### config.mk
export PLATFORM = sky130hd
export DESIGN_NAME = wavegen_top
export DESIGN_NICKNAME = d
export VERILOG_FILES = /design/src/rtl/wavegen_pkg.sv /design/src/rtl/key_filter.sv /design/src/rtl/wave_ctrl.sv /design/src/rtl/wave_datapath.sv /design/src/rtl/wavegen_top.sv
export SDC_FILE = /design/constraint.sdc
export NUM_CORES = 1
export LEC_CHECK = 0
export BUFFER_PORTS_ARGS = -buffer_cell sky130_fd_sc_hd__buf_4
export CAP_MARGIN = 20
export CORE_ASPECT_RATIO = 0.7
export CORE_MARGIN = 3
export CORE_UTILIZATION = 45
export CTS_CLUSTER_DIAMETER = 30
export CTS_CLUSTER_SIZE = 24
export DETAILED_ROUTE_END_ITERATION = 10
export PLACE_DENSITY = 0.71
export SETUP_SLACK_MARGIN = 0.15
export SYNTH_ARGS = -nofsm -noshare
export SYNTH_HDL_FRONTEND = slang
export SYNTH_HIERARCHICAL = 1
export SYNTH_SLANG_ARGS = --single-unit
### constraint.sdc
create_clock -name clk -period 3.4 [get_ports clk]
set_clock_uncertainty 0.1 [all_clocks]
set_input_delay 0.17 -clock clk [delete_from_list [all_inputs] [get_ports clk]]
set_output_delay 0.17 -clock clk [all_outputs]
set_load 0.005 [all_outputs]
### src/rtl/wavegen_pkg.sv
package wavegen_pkg;
  // Strobes handed from the control side to the sample datapath.
  typedef struct packed {
    logic tick;   // advance every generator by one step
    logic clear;  // return generators to their start state
  } strobeT;
endpackage

### src/rtl/key_filter.sv
module key_filter #(
  parameter int DEB_CYCLES = 1000000
) (
  input  logic clk,
  input  logic rstN,
  input  logic rawKey,
  output logic press
);
  localparam int CW = (DEB_CYCLES > 1) ? $clog2(DEB_CYCLES) : 1;

  logic [1:0]    syncQ;
  logic          stable;
  logic [CW-1:0] holdCnt;
  logic          settle;

  assign settle = (syncQ[1] != stable) && (holdCnt == CW'(DEB_CYCLES - 1));

  always_ff @(posedge clk or negedge rstN) begin
    if (!rstN) begin
      syncQ   <= '0;
      stable  <= 1'b0;
      holdCnt <= '0;
      press   <= 1'b0;
    end else begin
      syncQ <= {syncQ[0], rawKey};
      press <= settle && syncQ[1];
      if (syncQ[1] == stable) begin
        holdCnt <= '0;
      end else if (settle) begin
        stable  <= syncQ[1];
        holdCnt <= '0;
      end else begin
        holdCnt <= holdCnt + 1'b1;
      end
    end
  end

  // an accepted press is a single-cycle event
  p_single_press_r9: assert property (@(posedge clk) disable iff (!rstN)
    press |=> !press);
endmodule

### src/rtl/wave_ctrl.sv
module wave_ctrl
  import wavegen_pkg::*;
#(
  parameter int RATE_W     = 8,
  parameter int RESET_RATE = 0,
  parameter int DEB_CYCLES = 1000000
) (
  input  logic              clk,
  input  logic              rstN,
  input  logic              clrN,
  input  logic              keyUp,
  input  logic              keyDown,
  output strobeT            strb,
  output logic [RATE_W-1:0] rateSel
);
  localparam int NUM_KEYS = 2;
  localparam logic [RATE_W-1:0] RATE_MAX = '1;

  logic [NUM_KEYS-1:0] rawKeys;
  logic [NUM_KEYS-1:0] pressEvt;
  logic [RATE_W-1:0]   divCnt;
  logic                upEvt, dnEvt;

  assign rawKeys = {keyDown, keyUp};

  for (genvar g = 0; g < NUM_KEYS; g++) begin : g_key
    key_filter #(.DEB_CYCLES(DEB_CYCLES)) u_filt (
      .clk    (clk),
      .rstN   (rstN),
      .rawKey (rawKeys[g]),
      .press  (pressEvt[g])
    );
  end

  assign upEvt = pressEvt[0] && !pressEvt[1];
  assign dnEvt = pressEvt[1] && !pressEvt[0];

  always_ff @(posedge clk or negedge rstN) begin
    if (!rstN) begin
      rateSel <= RATE_W'(RESET_RATE);
    end else if (upEvt && rateSel != RATE_MAX) begin
      rateSel <= rateSel + 1'b1;
    end else if (dnEvt && rateSel != '0) begin
      rateSel <= rateSel - 1'b1;
    end
  end

  always_ff @(posedge clk or negedge rstN) begin
    if (!rstN)                  divCnt <= '0;
    else if (!clrN)             divCnt <= '0;
    else if (divCnt >= rateSel) divCnt <= '0;
    else                        divCnt <= divCnt + 1'b1;
  end

  assign strb.tick  = clrN && (divCnt >= rateSel);
  assign strb.clear = !clrN;

  // the setting never wraps past its ceiling
  p_rate_ceiling_r7: assert property (@(posedge clk) disable iff (!rstN)
    (upEvt && rateSel == RATE_MAX) |=> rateSel == RATE_MAX);
  // the setting never wraps below zero
  p_rate_floor_r8: assert property (@(posedge clk) disable iff (!rstN)
    (dnEvt && rateSel == '0) |=> rateSel == '0);
  // the divider restarts its count after each strobe
  p_tick_restart_r2: assert property (@(posedge clk) disable iff (!rstN)
    strb.tick |=> divCnt == '0);
  // a clear leaves the rate untouched
  p_clear_keeps_rate_r10: assert property (@(posedge clk) disable iff (!rstN)
    (!clrN && !upEvt && !dnEvt) |=> $stable(rateSel));
endmodule

### src/rtl/wave_datapath.sv
module wave_datapath
  import wavegen_pkg::*;
#(
  parameter int SW       = 8,
  parameter int SAW_STEP = 16,
  parameter int TRI_STEP = 8,
  parameter int SQ_HALF  = 32,
  parameter int SINE_PTS = 64
) (
  input  logic          clk,
  input  logic          rstN,
  input  strobeT        strb,
  output logic [SW-1:0] squareOut,
  output logic [SW-1:0] triOut,
  output logic [SW-1:0] sawOut,
  output logic [SW-1:0] sineOut
);
  localparam int            SQ_CW    = (SQ_HALF > 1) ? $clog2(SQ_HALF) : 1;
  localparam int            IDX_W    = $clog2(SINE_PTS);
  localparam logic [SW-1:0] FULL     = '1;
  localparam int            FULL_INT = (1 << SW) - 1;
  localparam real           HALF_AMP = FULL_INT / 2.0;
  localparam real           TWO_PI   = 6.283185307179586;

  logic [SQ_CW-1:0] sqCnt;
  logic             sqLevel;
  logic [SW-1:0]    triVal;
  logic             triUp;
  logic [SW-1:0]    sawVal;
  logic [IDX_W-1:0] sineIdx;
  logic [SW-1:0]    sineRom [SINE_PTS];

  // Cosine table computed at elaboration, symmetric about the middle index.
  for (genvar g = 0; g < SINE_PTS; g++) begin : g_rom
    localparam real PT = HALF_AMP + HALF_AMP * $cos(TWO_PI * g / (SINE_PTS - 1));
    localparam int  PI_ = int'($floor(PT + 1.0e-6));
    assign sineRom[g] = (PI_ > FULL_INT) ? FULL : SW'(PI_);
  end

  // Square: level inverts after SQ_HALF strobes
  always_ff @(posedge clk or negedge rstN) begin
    if (!rstN) begin
      sqCnt <= '0; sqLevel <= 1'b0;
    end else if (strb.clear) begin
      sqCnt <= '0; sqLevel <= 1'b0;
    end else if (strb.tick) begin
      if (sqCnt == SQ_CW'(SQ_HALF - 1)) begin
        sqCnt   <= '0;
        sqLevel <= !sqLevel;
      end else begin
        sqCnt <= sqCnt + 1'b1;
      end
    end
  end

  // Triangle: steps with clamping at both ends
  always_ff @(posedge clk or negedge rstN) begin
    if (!rstN) begin
      triVal <= '0; triUp <= 1'b1;
    end else if (strb.clear) begin
      triVal <= '0; triUp <= 1'b1;
    end else if (strb.tick) begin
      if (triUp) begin
        if (triVal > FULL - SW'(TRI_STEP)) begin
          triVal <= FULL; triUp <= 1'b0;
        end else begin
          triVal <= triVal + SW'(TRI_STEP);
        end
      end else begin
        if (triVal < SW'(TRI_STEP)) begin
          triVal <= '0; triUp <= 1'b1;
        end else begin
          triVal <= triVal - SW'(TRI_STEP);
        end
      end
    end
  end

  // Sawtooth and table index
  always_ff @(posedge clk or negedge rstN) begin
    if (!rstN) begin
      sawVal <= '0; sineIdx <= '0;
    end else if (strb.clear) begin
      sawVal <= '0; sineIdx <= '0;
    end else if (strb.tick) begin
      sawVal  <= sawVal + SW'(SAW_STEP);
      sineIdx <= (sineIdx == IDX_W'(SINE_PTS - 1)) ? '0 : sineIdx + 1'b1;
    end
  end

  assign squareOut = sqLevel ? FULL : '0;
  assign triOut    = triVal;
  assign sawOut    = sawVal;
  assign sineOut   = sineRom[sineIdx];

  // each strobe adds the step modulo the sample range
  p_saw_step_r5: assert property (@(posedge clk) disable iff (!rstN)
    (strb.tick && !strb.clear) |=> sawVal == SW'($past(sawVal) + SW'(SAW_STEP)));
  // rising from the top step clamps to full scale and turns down
  p_tri_peak_r4: assert property (@(posedge clk) disable iff (!rstN)
    (strb.tick && !strb.clear && triUp && triVal == FULL - SW'(TRI_STEP) + 1'b1)
      |=> (triVal == FULL && !triUp));
  // no strobe, no movement
  p_hold_r2: assert property (@(posedge clk) disable iff (!rstN)
    (!strb.tick && !strb.clear) |=>
      ($stable(sawVal) && $stable(triVal) && $stable(sineIdx) && $stable(sqLevel)));
  // clear returns the generators to their start state
  p_clear_r10: assert property (@(posedge clk) disable iff (!rstN)
    strb.clear |=> (sawVal == '0 && triVal == '0 && sineIdx == '0 && !sqLevel));
endmodule

### src/rtl/wavegen_top.sv
module wavegen_top
  import wavegen_pkg::*;
#(
  parameter int SW         = 8,
  parameter int RATE_W     = 8,
  parameter int RESET_RATE = 0,
  parameter int DEB_CYCLES = 1000000,
  parameter int SAW_STEP   = 16,
  parameter int TRI_STEP   = 8,
  parameter int SQ_HALF    = 32,
  parameter int SINE_PTS   = 64
) (
  input  logic              clk,
  input  logic              rstN,
  input  logic              clrN,
  input  logic              keyUp,
  input  logic              keyDown,
  output logic [SW-1:0]     squareOut,
  output logic [SW-1:0]     triOut,
  output logic [SW-1:0]     sawOut,
  output logic [SW-1:0]     sineOut,
  output logic [RATE_W-1:0] rateOut
);
  strobeT strb;

  wave_ctrl #(
    .RATE_W(RATE_W), .RESET_RATE(RESET_RATE), .DEB_CYCLES(DEB_CYCLES)
  ) u_ctrl (
    .clk(clk), .rstN(rstN), .clrN(clrN), .keyUp(keyUp), .keyDown(keyDown),
    .strb(strb), .rateSel(rateOut)
  );

  wave_datapath #(
    .SW(SW), .SAW_STEP(SAW_STEP), .TRI_STEP(TRI_STEP),
    .SQ_HALF(SQ_HALF), .SINE_PTS(SINE_PTS)
  ) u_dp (
    .clk(clk), .rstN(rstN), .strb(strb),
    .squareOut(squareOut), .triOut(triOut), .sawOut(sawOut), .sineOut(sineOut)
  );
endmodule

# After elaboration in Yosys (flattened, before gate mapping)
# Memories as Yosys holds them, arrays and structs flattened.
# Index checks and enable logic that the tools add are counted.
dict set report word_totals {
  register_bits 93
  rom_bits 512
  inputBits 5
  out_inout_bits 40
  memories 1
}
# name words width read_ports rd_ports_with_merged_regs wr line_no
set mem_list {}
lappend mem_list {{(name not given)} 64 8 1 0 0 wave_datapath.sv:94} ;# assign sineOut = sineRom[sineIdx];
dict set report op_classes {
  add_sub_neg 10
  n_lt_le_gt_ge 4
  eq_ne 11
  muxes 32
  bitwise_logic 3
  reduce_logical 17
}
# cell n
set op_table {}
lappend op_table {{two-way mux 8 bit} 14}
lappend op_table {{two-way mux 20 bit} 4}
lappend op_table {{adder 20 x 1 -> 20 bit, second input constant} 2}
lappend op_table {{== test 20 bit, second input constant} 2}
lappend op_table {{two-way mux 6 bit} 3}
lappend op_table {{adder 8 x 1 -> 8 bit, second input constant} 2}
lappend op_table {{two-way mux 5 bit} 3}
lappend op_table {{logical AND 1 bit} 9}
lappend op_table {{adder 8 x 4 -> 8 bit, second input constant} 1}
lappend op_table {{adder 8 x 5 -> 8 bit, second input constant} 1}
lappend op_table {{>= comparator 8 bit} 1}
lappend op_table {{greater-than comparator 8 bit, second input constant} 1}
lappend op_table {{< comparator 8 x 4 -> 1 bit, second input constant} 1}
lappend op_table {{two-way mux 1 bit} 8}
lappend op_table {{inequality test 8 bit, second input constant} 1}
lappend op_table {{nonzero test 8 bit} 1}
lappend op_table {{subtractor 8 x 1 -> 8 bit, second input constant} 1}
lappend op_table {{subtractor 8 x 4 -> 8 bit, second input constant} 1}
lappend op_table {{>= comparator 7 bit, second input constant} 1}
lappend op_table {{inverter 6 -> 7 bit} 1}
lappend op_table {{adder 6 x 1 -> 6 bit, second input constant} 1}
lappend op_table {{== test 6 bit, second input constant} 1}
lappend op_table {{AND reduction 2 bit} 3}
lappend op_table {{adder 5 x 1 -> 5 bit, second input constant} 1}
lappend op_table {{7 further kinds} 13}

# Depth between registers and ports, before layout
# Gate-level depths: netlist of run 1.
dict set report depth {
  depth_word 5
  depth_mapped 11
  depth_no_buf 11
}

# Modules after synthesis
# The synthesis of run 1 kept the hierarchy.
# mod n_inst cells_per_inst area_each_um2 seq_area_each_um2
set by_module_without_submodules {}
lappend by_module_without_submodules {key_filter 2 107 1184.9 600.6}
lappend by_module_without_submodules {wave_datapath 1 269 2260.9 576.8}
lappend by_module_without_submodules {wave_ctrl 1 118 1234.9 400.4}

# Worst setup path after synthesis of run 1
# OpenSTA, ideal clock, no wires.
dict set report synth_path {
  path_type {register -> register}
  from {register u_ctrl.rateSel[0]}
  to {register u_ctrl.rateSel[7]}
  setup_ns 0.080
  arrival_time_ns 2.194
  path_slack_ns 1.026
  stages_incl_launch_ff 9
  n_path_buf 0
  synth_period_minus_slack_ns 2.374
  path_cell_list {dfrtp_1 -> nand4_1 -> o21ai_2 -> ha_1 -> a211oi_2 -> o21ai_0 -> a31oi_1 -> mux2i_1 -> xnor2_1}
}
dict set report synth_between {
  elab_chain_cells 3
  word_cells_on_any_way 9
}
# item line_no
set synth_rtl {}
lappend synth_rtl {{start, declared} wave_ctrl.sv:14} ;# output logic [RATE_W-1:0] rateSel
lappend synth_rtl {{start signal, assigned} wave_ctrl.sv:40} ;# rateSel <= RATE_W'(RESET_RATE);
lappend synth_rtl {{start signal, assigned} wave_ctrl.sv:42} ;# rateSel <= rateSel + 1'b1;
lappend synth_rtl {{start signal, assigned} wave_ctrl.sv:44} ;# rateSel <= rateSel - 1'b1;
lappend synth_rtl {{subtractor 8 x 1 -> 8 bit, or another cell as far along} wave_ctrl.sv:44}
lappend synth_rtl {{two-way mux 8 bit, or another cell as far along} wave_ctrl.sv:43} ;# end else if (dnEvt && rateSel != '0) begin
lappend synth_rtl {{two-way mux 8 bit or nonzero test 2 bit (tied branches)} --}
# Parallel ways exist; a longest one is shown, timed or not. The select of a mux whose other input is x is not followed.
# A chain may end at the register's enable or synchronous reset.

# Final worst setup path of run 1
dict set report layout_path {
  from {register u_dp.sineIdx[1]}
  to {output sineOut[2]}
}
dict set report layout_between {
  elab_chain_cells 4
}
# item line_no
set layout_rtl {}
lappend layout_rtl {{start, declared} wave_datapath.sv:30} ;# logic [IDX_W-1:0] sineIdx;
lappend layout_rtl {{start signal, assigned} wave_datapath.sv:87} ;# sineIdx <= (sineIdx == IDX_W'(SINE_PTS - 1)) ? '0 : sineIdx + 1'b1;
lappend layout_rtl {{inverter 6 -> 7 bit (not written as such)} wave_datapath.sv:94}
lappend layout_rtl {{memory (64 x 8 bit)} --}
lappend layout_rtl {{two-way mux 8 bit (not written as such) (2 in series)} wave_datapath.sv:94}
lappend layout_rtl {{end, declared} wavegen_top.sv:21} ;# output logic [SW-1:0] sineOut,
# No other way between the ends. The select of a mux whose other input is x is not followed.

==> impl_metrics.toml, run 1 <==
[detailed_routing]
route.detailed.drc = 0
drt_wl_total_um = 12600
avgViaCountPerCell = 5.83
avgRoutedWirePerCell_um = 15.9
route.vias.total = 4633
drt_first_iter_violations = 412
final_antenna_net_count = 0
first_pass_iters = 5

[logic_synthesis]
synth_top_family_by_area = "simple AND/OR/NAND/NOR gates"
synth-compound-area-share_pct = 15.2
post_synth.cell_area_avg_um2 = 9.76
synthesis.yosys.warnings = 6
yosysUniqueCellTypes = 84
synth_area_in_adders_pct = 7.38
synth_simple_gate_area_share_pct = 22.5
synth-seq-area-share_pct = 37.1
synth_edf_count = 0
synth.mux.area_fraction_pct = 4.88
dominantRegCellSynth = "sky130_fd_sc_hd__dfrtp_1"
mappedNetlistArea_um2 = 5870
synth_seq_cells = 87
yosys.area_share.xor_xnor_pct = 7.17
synthArstFlopShare_pct = 100
synthCells = 601

[finish]
area.growth.synth_to_final_pct = 12.7
antenna_cells_inserted = 0
final_cell_mix = "sky130_fd_sc_hd__dfrtp_1, sky130_fd_sc_hd__nor2_1, sky130_fd_sc_hd__buf_4, sky130_fd_sc_hd__nand2_1, sky130_fd_sc_hd__ha_1"
stdcell_area_um2 = 6610
layout.cells.most_common = "sky130_fd_sc_hd__dfrtp_1"
drive_gt1_share_pct = 17.9
layout.nets = 667

[global_route]
globalRouteOverflowTotal = 0
wire_length_of_the_first_global_routing_pass_um = 21700
grt_start_max_net_pins = 80
first_global_vias = 4439
gr-usage-all-layers_pct = 18.1
antenna_found_initial = 0

[worst_setup_path]
worst_path_max_delay_cell = "sky130_fd_sc_hd__dfrtp_1"
worstSetupEndpointType = "output port"
critical_path_arrival_ns = 2.75
cp_num_buf_inv = 2
crit_family = "flip-flops"
crit_cells = 7
required_time_at_the_endpoint_of_the_critical_path_ns = 3.13
cpPeakStageDelay_ns = 0.62
worstReg2RegStart = "u_ctrl/rateSel[0]"
critical_path_startpoint_category = "register"
endpoint = "sineOut[2]"
worstRegToRegCells = 8
cp_max_fo = 15
endpoint_of_the_worst_slack_reg_to_reg_timing_path = "u_ctrl/rateSel[7]"
setup.reg_to_reg.worst_slack_ns = 0.73
crit_path_cell_trace = "inv_1 > ha_1 > or2b_1 > o21ai_0 > mux4_2 > a32oi_1 > buf_4"
worst_setup_path_startpoint = "u_dp/sineIdx[1]"
class_of_the_most_critical_setup_path = "register to output port"

[clocking]
tritoncts_num_sinks = 87
cts_root_buffer = "sky130_fd_sc_hd__clkbuf_16"
cts_max_level = 3
cts_post_setup_buffers_inserted = 0
cts-buffers-inserted = 9
cts.reportedPaths.clkPinSlew_ns = 0.06
tritoncts = "built"
max-clock-path-buffers = 2
worst_skew_pair.late_latency_ns = 0.33

[power]
power_density_nw_per_um2 = 388
peakVddDrop_uv = 285
finalPower_mw = 2.56
leakage_component_of_the_power_nw = 2.82

[timing]
hold_viol = 0
tightestPinTransition_ns = 0.984
rsz_0062_raised_after_global_routing = "false"
period_minus_slack_ns = 3.02
slew_violations = 0
setup_tns_ns = 0
timing.final.setup_violations = 0
worst_relative_slew_slack_pct = 34.2
achievable-frequency_ghz = 0.331
post-route-period-util_pct = 89.0

[floorplanning]
ioPinCount = 45
die_h_um = 102
design.core.area_um2 = 12600
die_x_um = 142
die_area_um2 = 14500
num_rows = 34
start_util_pct = 46.6

[placement]
routability_congestion = 0.956
placed_area_um2 = 6190
place.port_buffers = 40
dp_hpwl_um = 8740

[run_status]
status = "completed"

[flow_run]
maxCapViolations = 0

[min_path]
hp-class = "input pin to asynchronous set/reset pin"
[repair_timing]
| item | CTS | global route |
|---|---|---|
| endpoints found under the hold margin | 80 | 0 |
| setup endpoints to repair | 0 | 0 |
| hold buffers | 3 | 0 |
| resized for setup | 0 | 0 |
[registers in the layout (all words and copies together) (netlist names)]
register	count
u_dp/sqLevel	1
u_ctrl/g_key.u_filt/press	2
u_dp/sineIdx	6
u_ctrl/g_key.u_filt/holdCnt	40
u_ctrl/divCnt	8
u_ctrl/rateSel	8
u_dp/sqCnt	5
u_dp/triOut	6
u_dp/sawOut	4
u_ctrl/g_key.u_filt/syncQ	4
u_ctrl/g_key.u_filt/stable	2
u_dp/triUp	1
[power breakdown]
group,internal [mW],switching (mW),total [mW]
Sequential,1.05,0.0421,1.10
Clock,0.791,0.393,1.18
Combinational,0.125,0.157,0.282
[worst reg2reg max path, delay by kind of cell, from the launching register on]
family / cells / cell delay (ns)
AOI/OAI and AO/OA: 4 / 1.08
DFF: 1 / 0.53
adders and majority gates: 1 / 0.35
muxes: 1 / 0.24
and+or+nand+nor: 1 / 0.16
xor gates and xnor gates: 1 / 0.13
[cells by family after synthesis]
family | Yosys count
AOI/OAI and AO/OA | 128
muxes | 21
DFF | 87
and+or+nand+nor | 220
adders and majority gates | 34
other | 1
xor gates and xnor gates | 48
buffers and inverters | 62
[Yosys cell counts (5+ instances only)]
cell type | n | area [µm²]
sky130_fd_sc_hd__or4_1 | 6 | 45.0
sky130_fd_sc_hd__nand3_1 | 22 | 110
sky130_fd_sc_hd__o21ai_0 | 31 | 155
sky130_fd_sc_hd__nor2_1 | 52 | 195
sky130_fd_sc_hd__buf_2 | 9 | 45.0
sky130_fd_sc_hd__xnor2_1 | 22 | 193
sky130_fd_sc_hd__o31ai_1 | 8 | 60.1
sky130_fd_sc_hd__mux2_4 | 5 | 75.1
sky130_fd_sc_hd__clkbuf_1 | 6 | 22.5
sky130_fd_sc_hd__ha_1 | 33 | 413
sky130_fd_sc_hd__nor3_1 | 8 | 40.0
sky130_fd_sc_hd__nand4_1 | 9 | 56.3
sky130_fd_sc_hd__a21oi_1 | 28 | 140
sky130_fd_sc_hd__nor4_1 | 5 | 31.3
sky130_fd_sc_hd__and3_1 | 12 | 75.1
sky130_fd_sc_hd__a31oi_1 | 6 | 37.5
sky130_fd_sc_hd__dfrtp_1 | 86 | 2150
sky130_fd_sc_hd__xor2_1 | 26 | 228
sky130_fd_sc_hd__nand2_1 | 35 | 131
sky130_fd_sc_hd__inv_1 | 23 | 86.3
sky130_fd_sc_hd__nor3_2 | 7 | 70.1
sky130_fd_sc_hd__o211ai_1 | 5 | 37.5
sky130_fd_sc_hd__mux2i_1 | 11 | 110
sky130_fd_sc_hd__nand2b_1 | 10 | 62.6
sky130_fd_sc_hd__buf_4 | 18 | 135
[stage by stage]
stage	hold slack [ns]	cells	utilization, %	worst slack, ns
after floorplan	-0.226	604	-	1.03
after global placement	0.181	775	49.2	0.872
after detailed placement	0.181	775	49.2	0.757
after CTS	0.253	794	52.3	0.387
after global routing	0.137	795	52.5	0.209
final	0.117	795	52.5	0.375
[cell type report]
class,instances,area (µm²)
Fill cell,1098,5980
Multi-Input combinational cell,455,3370
Sequential cell,87,2180
Timing Repair Buffer,50,403
Clock buffer,10,229
Tap cell,162,203
Clock inverter,6,133
Inverter,25,93.8
[worst min path at each step]
stage	startpoint	to	slack [ns]
after global placement	keyDown	u_ctrl/g_key[1].u_filt/syncQ[0]	0.18
final	rstN	u_ctrl/g_key[1].u_filt/holdCnt[12]	0.12
after detailed placement	keyUp	u_ctrl/g_key[0].u_filt/syncQ[0]	0.18
after CTS	u_ctrl/g_key[1].u_filt/syncQ[0]	u_ctrl/g_key[1].u_filt/syncQ[1]	0.25
after floorplan	rstN	u_ctrl/divCnt[0]	-0.23
after global routing	rstN	u_ctrl/g_key[1].u_filt/holdCnt[15]	0.14
[layer usage]
metal	part of all wire, %	track usage (%)	vias up
met3	4.0	3.45	10
li1	-	-	2227
met4	0.70	3.43	0
met1	50	26.6	2299
met2	46	28.3	97
met5	0	0	-
Note: power is estimated with default switching activity, not from simulation.
==> inputs of run 2 (changes only) <==
--- a/config.mk
+++ b/config.mk
@@ -5,6 +5,7 @@
 export SDC_FILE = /design/constraint.sdc
 export NUM_CORES = 1
 export LEC_CHECK = 0
+export ABC_AREA = 1
 export BUFFER_PORTS_ARGS = -buffer_cell sky130_fd_sc_hd__buf_4
 export CAP_MARGIN = 20
 export CORE_ASPECT_RATIO = 0.7
@@ -13,7 +14,7 @@
 export CTS_CLUSTER_DIAMETER = 30
 export CTS_CLUSTER_SIZE = 24
 export DETAILED_ROUTE_END_ITERATION = 10
-export PLACE_DENSITY = 0.71
+export PLACE_DENSITY = 0.7
 export SETUP_SLACK_MARGIN = 0.15
 export SYNTH_ARGS = -nofsm -noshare
 export SYNTH_HDL_FRONTEND = slang
==> constraint.sdc (replaced) <==
create_clock -name clk -period 2.99 [get_ports clk]
set_clock_uncertainty 0.1 [all_clocks]
set_input_delay 0.1495 -clock clk [delete_from_list [all_inputs] [get_ports clk]]
set_output_delay 0.1495 -clock clk [all_outputs]
set_load 0.005 [all_outputs]
==> run 2 against run 1 <==
Compared with the run above: synthesized area is 4.3% higher; largest cell class unchanged; synthesized cell count increased by 39%; critical endpoint is now sineOut[4]; critical path depth grew 3; core utilization up 0.35 points; clock power decreased by 3%; total power rose by 14%; hold slack improved by 0.0082 ns.
==> impl_metrics.toml, run 2 <==
[worst_setup_path]
cp_num_buf_inv = 2
cp_max_fo = 9
critical_path_startpoint_category = "register"
worst_path_max_delay_cell = "sky130_fd_sc_hd__dfrtp_1"
class_of_the_most_critical_setup_path = "register to output port"
critical_path_arrival_ns = 2.31
crit_family = "simple AND/OR/NAND/NOR gates"
worstSetupEndpointType = "output port"
crit_path_cell_trace = "inv_1 > ha_1 > nand2_2 > nand2_1 > or2_0 > nand2_1 > nand2_1 > nand2_1 > nand2_1 > buf_4"
timing.critical_path.mode_cell = "sky130_fd_sc_hd__nand2_1"
cpPeakStageDelay_ns = 0.51
required_time_at_the_endpoint_of_the_critical_path_ns = 2.74

[detailed_routing]
route.detailed.drc = 0
route.vias.total = 5268
first_pass_iters = 5
avgViaCountPerCell = 5.01
drt_first_iter_violations = 512
avgRoutedWirePerCell_um = 13.0
drt_wl_total_um = 13700
final_antenna_net_count = 0

[timing]
setup_tns_ns = 0
slew_violations = 0
tightestPinTransition_ns = 0.566
period_minus_slack_ns = 2.56
postLayoutSetupSlackWorst_ns = 0.426
worst_relative_slew_slack_pct = 62.3
achievable-frequency_ghz = 0.390
rsz_0062_raised_after_global_routing = "false"
timing.final.setup_violations = 0
post-route-period-util_pct = 85.7
hold_viol = 0

[floorplanning]
start_util_pct = 47.6
die_x_um = 145
num_rows = 34
design.core.area_um2 = 12800
die_area_um2 = 15100
die_h_um = 104
ioPinCount = 45

[logic_synthesis]
synth_largest_type_area_fraction_pct = 35.2
post_synth_main_area_contributors = "sky130_fd_sc_hd__dfrtp_1, sky130_fd_sc_hd__nand2_1, sky130_fd_sc_hd__nand3_1"
synthArstFlopShare_pct = 100
synth-seq-area-share_pct = 35.6
yosys.area.top_type = "sky130_fd_sc_hd__dfrtp_1"
dominantRegCellSynth = "sky130_fd_sc_hd__dfrtp_1"
post_synth.cell_area_avg_um2 = 7.33
synthesis.yosys.warnings = 6
synthCells = 835
synth_seq_cells = 87
yosysUniqueCellTypes = 43
synth_top_cells_by_count = "sky130_fd_sc_hd__nand2_1, sky130_fd_sc_hd__nor2_1, sky130_fd_sc_hd__nand3_1, sky130_fd_sc_hd__dfrtp_1, sky130_fd_sc_hd__inv_1"
synth_edf_count = 0
synth_most_common_cell = "sky130_fd_sc_hd__nand2_1"
mappedNetlistArea_um2 = 6120

[run_status]
status = "completed"

[finish]
layout.cells.most_common = "sky130_fd_sc_hd__nand2_1"
top_register = "u_ctrl/g_key.u_filt/holdCnt"
drive_gt1_share_pct = 14.0
layout.nets = 905
layout_top_registers = "u_ctrl/g_key.u_filt/holdCnt: 40 flops, u_ctrl/divCnt: 8 flops, u_ctrl/rateSel: 8 flops"
largest_register_ffs = 40
stdcell_area_um2 = 6790
antenna_cells_inserted = 0
final_cell_mix = "sky130_fd_sc_hd__nand2_1, sky130_fd_sc_hd__nor2_1, sky130_fd_sc_hd__nand3_1, sky130_fd_sc_hd__inv_1, sky130_fd_sc_hd__dfrtp_1"
area.growth.synth_to_final_pct = 11.0

[clocking]
tritoncts_num_sinks = 87
max-clock-path-buffers = 2
worst_skew_pair.late_latency_ns = 0.34
cts.reportedPaths.clkPinSlew_ns = 0.06
cts-buffers-inserted = 9
cts_root_buffer = "sky130_fd_sc_hd__clkbuf_16"
tritoncts = "built"
cts_max_level = 3

[power]
leakage_component_of_the_power_nw = 3.31
finalPower_mw = 2.93
peakVddDrop_uv = 366
power_density_nw_per_um2 = 431

[placement]
routability_congestion = 0.945
placement.setup.worst_slack_ns = 0.502
dp_hpwl_um = 10000
place.port_buffers = 40
placed_area_um2 = 6460

[global_route]
first_global_vias = 4777
wire_length_of_the_first_global_routing_pass_um = 24000
gr-usage-all-layers_pct = 18.8
globalRouteOverflowTotal = 0
grt_start_max_net_pins = 46
antenna_found_initial = 0

[min_path]
hp-class = "input pin to register"

[flow_run]
maxCapViolations = 0
## run 2: cell type report
type / count / area [µm²]
Sequential cell: 87 / 2180
Clock buffer: 11 / 243
Fill cell: 1255 / 6060
Timing Repair Buffer: 47 / 360
Tap cell: 180 / 225
Clock inverter: 5 / 57.6
Inverter: 96 / 365
Multi-Input combinational cell: 625 / 3360
## run 2: metal layers
layer	GRT usage (%)	part of all wire, %
met5	0	0
met4	3.66	0.75
met3	4.02	6.5
met2	25.5	40
met1	30.4	53
## run 2: report_power, final
part	total [mW]	switching, mW	internal (mW)
logic	0.514	0.323	0.191
clock network	1.14	0.470	0.669
registers	1.27	0.0605	1.21
## run 2: path summary, 6_finish.rpt
| kind | startpoint | to | slack, ns | cells past startpoint |
|---|---|---|---|---|
| worst min register to register | u_ctrl/g_key[0].u_filt/syncQ[0] | u_ctrl/g_key[0].u_filt/syncQ[1] | 0.25 | 0 |
| worst min-delay path | clrN | u_ctrl/divCnt[2] | 0.13 | 3 |
| worst max-delay path | u_dp/sineIdx[1] | sineOut[4] | 0.43 | 10 |
| worst max register to register | u_ctrl/rateSel[5] | u_dp/sineIdx[4] | 0.49 | 13 |
| min in group asynchronous | rstN | u_ctrl/g_key[1].u_filt/holdCnt[8] | 0.22 | 2 |
| max in group asynchronous | rstN | u_dp/triUp | 1.77 | 3 |
## run 2: cell families after synthesis
| kind of cell | count (synthesis) | share of synthesized area (%) |
|---|---|---|
| AO/OA/AOI/OAI | 55 | 5.09 |
| XOR/XNOR | 33 | 4.72 |
| adder cells (fa/ha/maj) | 34 | 7.08 |
| buffers and inverters | 126 | 9.67 |
| flip-flops | 87 | 35.6 |
| other | 1 | 0.0613 |
| AND/OR/NAND/NOR | 499 | 37.8 |
## run 2: timing repair
action / in CTS / in global routing
setup buffers: 0 / 0
hold endpoints to repair: 45 / 0
endpoints found under the setup margin: 0 / 1
gates resized for setup: 0 / 1
hold buffers: 3 / 0
## run 2: through the flow
step / utilization [%] / instances / hold WS (ns)
floorplan: - / 838 / -0.246
global placement: 50.3 / 1032 / 0.0808
detailed placement: 50.3 / 1032 / 0.0822
CTS: 52.8 / 1051 / 0.115
global route: 52.8 / 1051 / 0.145
finish: 52.8 / 1051 / 0.126
## run 2: worst register-to-register path, stage by stage, from the launching register on
cell,delay (ns)
sky130_fd_sc_hd__dfrtp_1,0.42
sky130_fd_sc_hd__inv_1,0.06
sky130_fd_sc_hd__ha_1,0.30
sky130_fd_sc_hd__a21oi_1,0.14
sky130_fd_sc_hd__nor2_1,0.06
sky130_fd_sc_hd__nor3_2,0.19
sky130_fd_sc_hd__nand3_1,0.11
sky130_fd_sc_hd__nand2_1,0.07
sky130_fd_sc_hd__inv_1,0.14
sky130_fd_sc_hd__nor2_4,0.35
sky130_fd_sc_hd__inv_2,0.15
sky130_fd_sc_hd__nand3_1,0.11
sky130_fd_sc_hd__xor2_1,0.14
sky130_fd_sc_hd__nor2_1,0.05
